### config.mk
export PLATFORM = sky130hd
export DESIGN_NAME = tsc_core
export DESIGN_NICKNAME = d
export VERILOG_FILES = /design/src/rtl/tsc_pkg.sv /design/src/rtl/tsc_decode.sv /design/src/rtl/tsc_alu.sv /design/src/rtl/tsc_regfile.sv /design/src/rtl/tsc_core.sv
export SDC_FILE = /design/constraint.sdc
export NUM_CORES = 2
export LEC_CHECK = 0
export BUFFER_PORTS_ARGS = -buffer_cell sky130_fd_sc_hd__clkbuf_2
export CAP_MARGIN = 10
export CORE_MARGIN = 2
export CORE_UTILIZATION = 65
export CTS_BUF_LIST = sky130_fd_sc_hd__clkbuf_4
export DETAILED_ROUTE_END_ITERATION = 12
export PLACE_DENSITY_LB_ADDON = 0.12
export SLEW_MARGIN = 20
export SYNTH_ARGS = -nofsm -noshare
export SYNTH_HDL_FRONTEND = slang
export SYNTH_SLANG_ARGS = --single-unit
### constraint.sdc
create_clock -name clk -period 8.39 [get_ports clk]
set_input_delay 0.839 -clock clk [delete_from_list [all_inputs] [get_ports clk]]
set_output_delay 0.839 -clock clk [all_outputs]
set_load 0.01 [all_outputs]
### src/rtl/tsc_pkg.sv
`timescale 1ns/1ps
// Shared encodings and decoded-control type for the three-stage core.
// Assumes 32-bit words and 32 architectural registers.
package tsc_pkg;
    localparam int XW = 32;
    localparam int RW = 5;

    localparam logic [5:0] OPC_REG  = 6'h00;
    localparam logic [5:0] OPC_JMP  = 6'h02;
    localparam logic [5:0] OPC_BEQ  = 6'h04;
    localparam logic [5:0] OPC_BNE  = 6'h05;
    localparam logic [5:0] OPC_ADDI = 6'h08;
    localparam logic [5:0] OPC_LW   = 6'h23;
    localparam logic [5:0] OPC_SW   = 6'h2B;

    localparam logic [5:0] FN_ADD = 6'h20;
    localparam logic [5:0] FN_SUB = 6'h22;
    localparam logic [5:0] FN_AND = 6'h24;
    localparam logic [5:0] FN_OR  = 6'h25;
    localparam logic [5:0] FN_XOR = 6'h26;
    localparam logic [5:0] FN_SLT = 6'h2A;

    typedef enum logic [2:0] {
        ALU_ADD, ALU_SUB, ALU_AND, ALU_OR, ALU_XOR, ALU_SLT
    } alu_op_e;

    typedef struct packed {
        logic [RW-1:0] rs;
        logic [RW-1:0] rt;
        logic [RW-1:0] wr_reg;
        logic          wr_en;
        logic          use_imm;
        logic          is_load;
        logic          is_store;
        logic          is_beq;
        logic          is_bne;
        logic          is_jump;
        alu_op_e       alu_op;
        logic [XW-1:0] imm;
        logic [25:0]   jidx;
    } ctrl_t;
endpackage

### src/rtl/tsc_decode.sv
`timescale 1ns/1ps
// Instruction decoder: turns one instruction word into control fields.
// Assumes an invalid slot (after reset) decodes to a no-op reading r0.
module tsc_decode
    import tsc_pkg::*;
(
    input  logic [XW-1:0] instr,
    input  logic          valid,
    output ctrl_t         ctrl
);
    logic [5:0] opc;
    logic [5:0] fn;
    assign opc = instr[31:26];
    assign fn  = instr[5:0];

    // Field extraction and opcode/function classification.
    always_comb begin
        ctrl        = '0;
        ctrl.imm    = {{(XW-16){instr[15]}}, instr[15:0]};
        ctrl.jidx   = instr[25:0];
        ctrl.alu_op = ALU_ADD;
        if (valid) begin
            ctrl.rs = instr[25:21];
            ctrl.rt = instr[20:16];
            case (opc)
                OPC_REG: begin
                    ctrl.wr_reg = instr[15:11];
                    ctrl.wr_en  = 1'b1;
                    case (fn)
                        FN_ADD:  ctrl.alu_op = ALU_ADD;
                        FN_SUB:  ctrl.alu_op = ALU_SUB;
                        FN_AND:  ctrl.alu_op = ALU_AND;
                        FN_OR:   ctrl.alu_op = ALU_OR;
                        FN_XOR:  ctrl.alu_op = ALU_XOR;
                        FN_SLT:  ctrl.alu_op = ALU_SLT;
                        default: ctrl.wr_en  = 1'b0;
                    endcase
                end
                OPC_ADDI: begin
                    ctrl.wr_reg  = instr[20:16];
                    ctrl.wr_en   = 1'b1;
                    ctrl.use_imm = 1'b1;
                end
                OPC_LW: begin
                    ctrl.wr_reg  = instr[20:16];
                    ctrl.wr_en   = 1'b1;
                    ctrl.use_imm = 1'b1;
                    ctrl.is_load = 1'b1;
                end
                OPC_SW: begin
                    ctrl.use_imm  = 1'b1;
                    ctrl.is_store = 1'b1;
                end
                OPC_BEQ: ctrl.is_beq  = 1'b1;
                OPC_BNE: ctrl.is_bne  = 1'b1;
                OPC_JMP: ctrl.is_jump = 1'b1;
                default: ;
            endcase
        end
    end
endmodule

### src/rtl/tsc_alu.sv
`timescale 1ns/1ps
// Integer ALU for the execute stage. Purely combinational.
module tsc_alu
    import tsc_pkg::*;
#(
    parameter int W = 32
) (
    input  logic [W-1:0] a,
    input  logic [W-1:0] b,
    input  alu_op_e      op,
    output logic [W-1:0] y
);
    // Operation select.
    always_comb begin
        case (op)
            ALU_SUB: y = a - b;
            ALU_AND: y = a & b;
            ALU_OR:  y = a | b;
            ALU_XOR: y = a ^ b;
            ALU_SLT: y = {{(W-1){1'b0}}, $signed(a) < $signed(b)};
            default: y = a + b;
        endcase
    end
endmodule

### src/rtl/tsc_regfile.sv
`timescale 1ns/1ps
// Register file with two combinational read ports and one write port.
// Entry 0 is a constant zero. A write lands on the rising edge, so a read
// in the following cycle sees it (write before read across stages).
module tsc_regfile #(
    parameter int W  = 32,
    parameter int N  = 32,
    parameter int AW = $clog2(N)
) (
    input  logic          clk,
    input  logic          we,
    input  logic [AW-1:0] waddr,
    input  logic [W-1:0]  wdata,
    input  logic [AW-1:0] raddr_a,
    input  logic [AW-1:0] raddr_b,
    output logic [W-1:0]  rdata_a,
    output logic [W-1:0]  rdata_b
);
    logic [W-1:0] regs [N];

    assign regs[0] = '0;

    for (genvar gi = 1; gi < N; gi++) begin : g_reg
        logic [W-1:0] q;
        // Load this entry when it is the write target.
        always_ff @(posedge clk) begin
            if (we && waddr == AW'(gi)) begin
                q <= wdata;
            end
        end
        assign regs[gi] = q;
    end

    assign rdata_a = regs[raddr_a];
    assign rdata_b = regs[raddr_b];
endmodule

### src/rtl/tsc_core.sv
`timescale 1ns/1ps
// Three-stage core: fetch (PC addresses instruction memory, whose output
// register acts as the instruction register), execute (ALU, branch compare,
// data memory address), memory/write-back (load data and ALU result written
// to the register file at the closing edge). Never stalls; one branch delay
// slot, one load delay slot, one forwarding path from memory stage to execute.
// Assumes both memories return read data one cycle after the address.
module tsc_core
    import tsc_pkg::*;
#(
    parameter logic [31:0] RESET_PC = 32'h0
) (
    input  logic        clk,
    input  logic        rst_n,
    output logic [31:0] imem_addr,
    input  logic [31:0] imem_rdata,
    output logic [31:0] dmem_addr,
    output logic [31:0] dmem_wdata,
    output logic        dmem_we,
    input  logic [31:0] dmem_rdata
);
    localparam int NREG = 1 << RW;

    logic [XW-1:0] pc_q;
    logic          x_valid_q;
    logic          m_wen_q;
    logic          m_load_q;
    logic [RW-1:0] m_rd_q;
    logic [XW-1:0] m_alu_q;

    ctrl_t         xc;
    logic [XW-1:0] rf_a, rf_b, op_a, op_b, alu_b, alu_y, wb_data;
    logic [XW-1:0] br_target, jmp_target, pc_next;
    logic          fwd_a, fwd_b, equal, taken, redirect;

    tsc_decode u_dec (
        .instr (imem_rdata),
        .valid (x_valid_q),
        .ctrl  (xc)
    );

    tsc_regfile #(.W(XW), .N(NREG)) u_rf (
        .clk     (clk),
        .we      (m_wen_q),
        .waddr   (m_rd_q),
        .wdata   (wb_data),
        .raddr_a (xc.rs),
        .raddr_b (xc.rt),
        .rdata_a (rf_a),
        .rdata_b (rf_b)
    );

    // Forwarding from the ALU result held in the memory stage.
    assign fwd_a = m_wen_q && !m_load_q && (m_rd_q != '0) && (m_rd_q == xc.rs);
    assign fwd_b = m_wen_q && !m_load_q && (m_rd_q != '0) && (m_rd_q == xc.rt);
    assign op_a  = fwd_a ? m_alu_q : rf_a;
    assign op_b  = fwd_b ? m_alu_q : rf_b;
    assign alu_b = xc.use_imm ? xc.imm : op_b;

    tsc_alu #(.W(XW)) u_alu (
        .a  (op_a),
        .b  (alu_b),
        .op (xc.alu_op),
        .y  (alu_y)
    );

    // Branch resolution; pc_q already holds the delay-slot address.
    assign equal      = (op_a == op_b);
    assign taken      = (xc.is_beq && equal) || (xc.is_bne && !equal);
    assign redirect   = taken || xc.is_jump;
    assign br_target  = pc_q + (xc.imm << 2);
    assign jmp_target = {pc_q[31:28], xc.jidx, 2'b00};
    assign pc_next    = !redirect ? pc_q + 32'd4 : (xc.is_jump ? jmp_target : br_target);

    assign imem_addr  = pc_q;
    assign dmem_addr  = alu_y;
    assign dmem_wdata = op_b;
    assign dmem_we    = xc.is_store;
    assign wb_data    = m_load_q ? dmem_rdata : m_alu_q;

    // Pipeline advance; reset returns the PC and empties both stages.
    always_ff @(posedge clk) begin
        if (!rst_n) begin
            pc_q      <= RESET_PC;
            x_valid_q <= 1'b0;
            m_wen_q   <= 1'b0;
            m_load_q  <= 1'b0;
            m_rd_q    <= '0;
            m_alu_q   <= '0;
        end else begin
            pc_q      <= pc_next;
            x_valid_q <= 1'b1;
            m_wen_q   <= xc.wr_en;
            m_load_q  <= xc.is_load;
            m_rd_q    <= xc.wr_reg;
            m_alu_q   <= alu_y;
        end
    end

    p_reset_state_r1: assert property (@(posedge clk)
        !rst_n |=> (imem_addr == RESET_PC && !dmem_we));

    p_pc_step_r2: assert property (@(posedge clk) disable iff (!rst_n)
        !redirect |=> imem_addr == $past(imem_addr) + 32'd4);

    p_alu_forward_r4: assert property (@(posedge clk) disable iff (!rst_n)
        ($past(rst_n) && xc.rs != '0 && $past(xc.wr_en && !xc.is_load)
         && xc.rs == $past(xc.wr_reg)) |-> op_a == $past(alu_y));

    p_load_slot_r6: assert property (@(posedge clk) disable iff (!rst_n)
        ($past(rst_n) && xc.rs != '0 && $past(xc.is_load)
         && xc.rs == $past(xc.wr_reg)) |-> op_a == rf_a);

    p_branch_target_r7: assert property (@(posedge clk) disable iff (!rst_n)
        (taken && !xc.is_jump) |=> imem_addr == $past(imem_addr) + ($past(xc.imm) << 2));

    p_jump_target_r8: assert property (@(posedge clk) disable iff (!rst_n)
        xc.is_jump |=> imem_addr[27:0] == {$past(xc.jidx), 2'b00});

    p_zero_source_r9: assert property (@(posedge clk) disable iff (!rst_n)
        xc.rs == '0 |-> op_a == '0);
endmodule

==> results.md <==
* Top FF cell, synth: edfxtp_1
* Vias in the first global route at 48.2k
* Share of synthesized area spent on multiplexers at 14.4%
* Register bit count reported by yosys at 1,062
* Vias at 50.6k
* Global placement routability congestion at 1.05
* Hold path start: imem_rdata[9]
* Final non-filler cell total at 6,735
* Worst r2r src: x_valid_q
* Final period util at 99.0%
* Switch Pwr at 3.92 mW
* Rows at 111
* Count of warnings emitted by yosys at 0
* CTS buffer count at 292
* Largest cells by area after synthesis: edfxtp_1 (50%), mux2i_1 (6.1%), mux4_2 (5.8%)
* DIE WIDTH at 308 um
* Die ar. at 0.0950 mm2
* Post-Synth Simple-Gate Area at 8.23%
* Number of remaining DRC errors at 0
* 1st-iter DRT viols at 9,046
* CTS Buffer Depth at 4
* Top-count cell post-synth: edfxtp_1
* DR top layer: met5
* Leak Pwr at 24.7 nW
* Initial antenna violation count at 12
* I/O Buffers at 160
* Synth unique cells at 107
* Wire length on met3 at 37,100 um
* Final setup viols at 0
* Die Y at 308 um
* CP peak stage delay at 0.74 ns
* Crit-path max FO at 24
* CP Capture Type: output port
* Sw frac at 30.2%
* Comb pwr share at 18.9%
* Initial core utilization at 65.6%
* Post-synth EDFFs at 992
* Post-Route WL at 229,000 um
* Internal cell power at 9.04 mW
* CTS tree: built
* Core area at 0.0917 mm2
* Largest net degree at the start of global routing at 66
* Worst path cell trace: buf_4 > buf_16 > nand2_1 > nand2_1 > buf_4 > buf_12 > nor3_1 > or4_1 > o21a_1 > ha_1 > nand2_1 > or4_1 > inv_1 > a31oi_2 > o41a_1 > o41ai_2 > a21oi_2 > o221a_2 > mux2_2 > o22ai_1 > a31o_2 > clkbuf_2
* Fin crit period at 8.31 ns
* Synth Instances at 4,934
* Worst Clk Skew at 0.0925 ns
* Critical path required time at 7.55 ns
* Commonest cells post-synth: edfxtp_1 (992), mux2i_1 (369), nand2_1 (305)
* Synth Area in XOR/XNOR at 1.21%
* CTS clk-pin slew, worst paths at 0.07 ns
* Root Buffer: clkbuf_4
* I/O pins at 163
* GR Overflow Total at 0
* Compound-gate portion of the synthesized area at 17.0%
* FILL cells at 6,228
* Worst vdd ir at 0.169 mV
* Met2 Wirelength at 96,800 um
* Clock power frac at 34.3%
* Synth Area in Adders at 2.72%
* Register area share after synthesis at 51.8%
* Sequential share of power at 46.8%
* Detailed-placement wirelength estimate at 153,000 um
* # clock sinks at 1,062
* Rel. slew slack at 16.4%
* Area Growth Syn to Fin at 11.7%
* Fmax at 120 MHz
* First-pass GRT wire length at 324,000 um
* Setup_tns at 0 ns
* Final Hold Violating Endpoints at 0
* Slew Limit Fails at 0
* Placed insts at 6,225
* H-tree levels at 5
* WL/cell at 34.1 um
* PwrDens at 193 mW/mm2
* Met1 wire length at 76,500 um
* Initial DRT Pass Iterations at 8
* Crit path DAT at 7.47 ns
* Max-Cap Viols at 0
* Worst hold-check path type: input pin to flip-flop
* Crit start category: flip-flop
* Most used cell, CP: nand2_1
* Worst Setup SP: x_valid_q
* GRT Overall Usage at 47.7%
* Async SR Flop Fraction at 0%
* Net count reported at finish at 5,544
* Synthesized area at 0.0602 mm2
* Via density at 7.51
* Post-DRT Antenna Nets at 0
* Worst skew pair latency at 1.21 ns
* Tightest Pin Transition at 1.25 ns
* Avg Inst Size Synth at 12.2 um2
* Top-area cell type share of the netlist area at 49.5%
* Pwr Total at 13.0 mW
* RSZ-0062 raised after global routing: no
* Layout cells sized above 1 at 24.3%
* Crit-path slowest cell: nor3_1
* WS Path Type: flip-flop to output port
* Biggest area consumer among synthesized cells: edfxtp_1
* Status: complete, no violations
* Largest family of logic cells by synthesized area: compound AO/OA/AOI/OAI gates
## placed cells by master, fill, tap and decap left out, types with 44 or more instances in the layout
cell / instances
a211oi_1: 76
mux4_2: 155
xnor2_1: 48
clkbuf_4: 396
a221o_1: 88
o221ai_1: 86
a31oi_1: 63
nand3_1: 56
a221oi_1: 66
dfxtp_1: 68
o21ai_0: 240
a21oi_1: 274
clkinv_1: 70
buf_4: 305
mux2_2: 130
clkbuf_2: 153
mux2i_1: 369
nand2_1: 303
edfxtp_1: 992
a21o_1: 51
nor2_1: 226
nand2b_1: 69
o22ai_1: 94
and2_1: 44
nor3_1: 52
inv_1: 143
a22oi_1: 87
nor2b_1: 59
ha_1: 123
## stage by stage
step	instance area, um2	setup slack, ns	utilization, %	hold WS (ns)
4_1_cts	67000	0.144	73.1	0.00417
5_1_grt	67200	0.0370	73.3	0.0860
6_report	67200	0.0818	73.3	0.0316
3_3_place_gp	63400	0.516	69.2	0.470
2_1_floorplan	60200	1.19	-	0.486
3_5_place_dp	63400	0.421	69.2	0.477
## layout make-up
type,instances,area [um2],area share [%]
Sequential cell,1062,31200,46.4
Multi-Input combinational cell,3342,26700,39.8
Inverter,149,566,0.842
Tap cell,1186,1480,2.21
Timing Repair Buffer,502,3810,5.67
Antenna cell,13,32.5,0.0484
Clock inverter,85,397,0.590
Clock buffer,396,2970,4.42
## logic make-up (layout without fill, tap and decap cells)
group	count (synthesis)	in the layout
AOI/OAI and AO/OA	1453	1453
xor gates and xnor gates	83	83
adders and majority gates	129	129
buffers and inverters	531	1132
DFF	1062	1062
muxes	656	656
other	1	15
and+or+nand+nor	1019	1019
## what timing repair did
action	CTS	global route
hold buffers	8	0
hold endpoints to repair	7	0
setup endpoints to repair	12	9
pin swaps	1	1
gates resized for setup	8	33
setup buffers	8	0
## final timing paths
check / slack (ns) / depth (start not counted) / endpoint
setup reg to reg: 1.95 / 27 / m_alu_q[30]
hold reg to reg: 0.50 / 2 / imem_addr[31]
setup / recovery: 0.08 / 22 / dmem_addr[31]
hold / removal: 0.03 / 3 / imem_addr[11]
## routing by layer
layer | track usage (%) | vias to the layer above
met2 | 68.5 | 4752
li1 | - | 20500
met5 | 0 | -
met4 | 33.5 | 16
met3 | 18.2 | 1195
met1 | 59.3 | 24100
## sequential cells by signal, summed over array words and instances (netlist names)
register   flops
u_rf.g.q     992
m_alu_q       32
imem_addr     30
m_rd_q         5
m_load_q       1
m_wen_q        1
x_valid_q      1
## power groups by stage
stage               sequential [mW]  clock (mW)  combinational, mW
floorplan                      6.15           0               1.37
global placement               6.18           0               2.25
detailed placement             6.18           0               2.28
CTS                            6.06        4.45               2.30
global route                   6.06        4.70               2.52
finish                         6.07        4.44               2.45
## worst max-delay path: cells and delay by family (launching register included)
family | cells | cell delay (ns)
mux | 1 | 0.27
simple gates | 6 | 2.30
flops | 1 | 0.42
buf+inv | 6 | 0.98
fa+ha+maj | 1 | 0.20
compound gates | 8 | 2.04
Power figures use the tool's default switching activity.
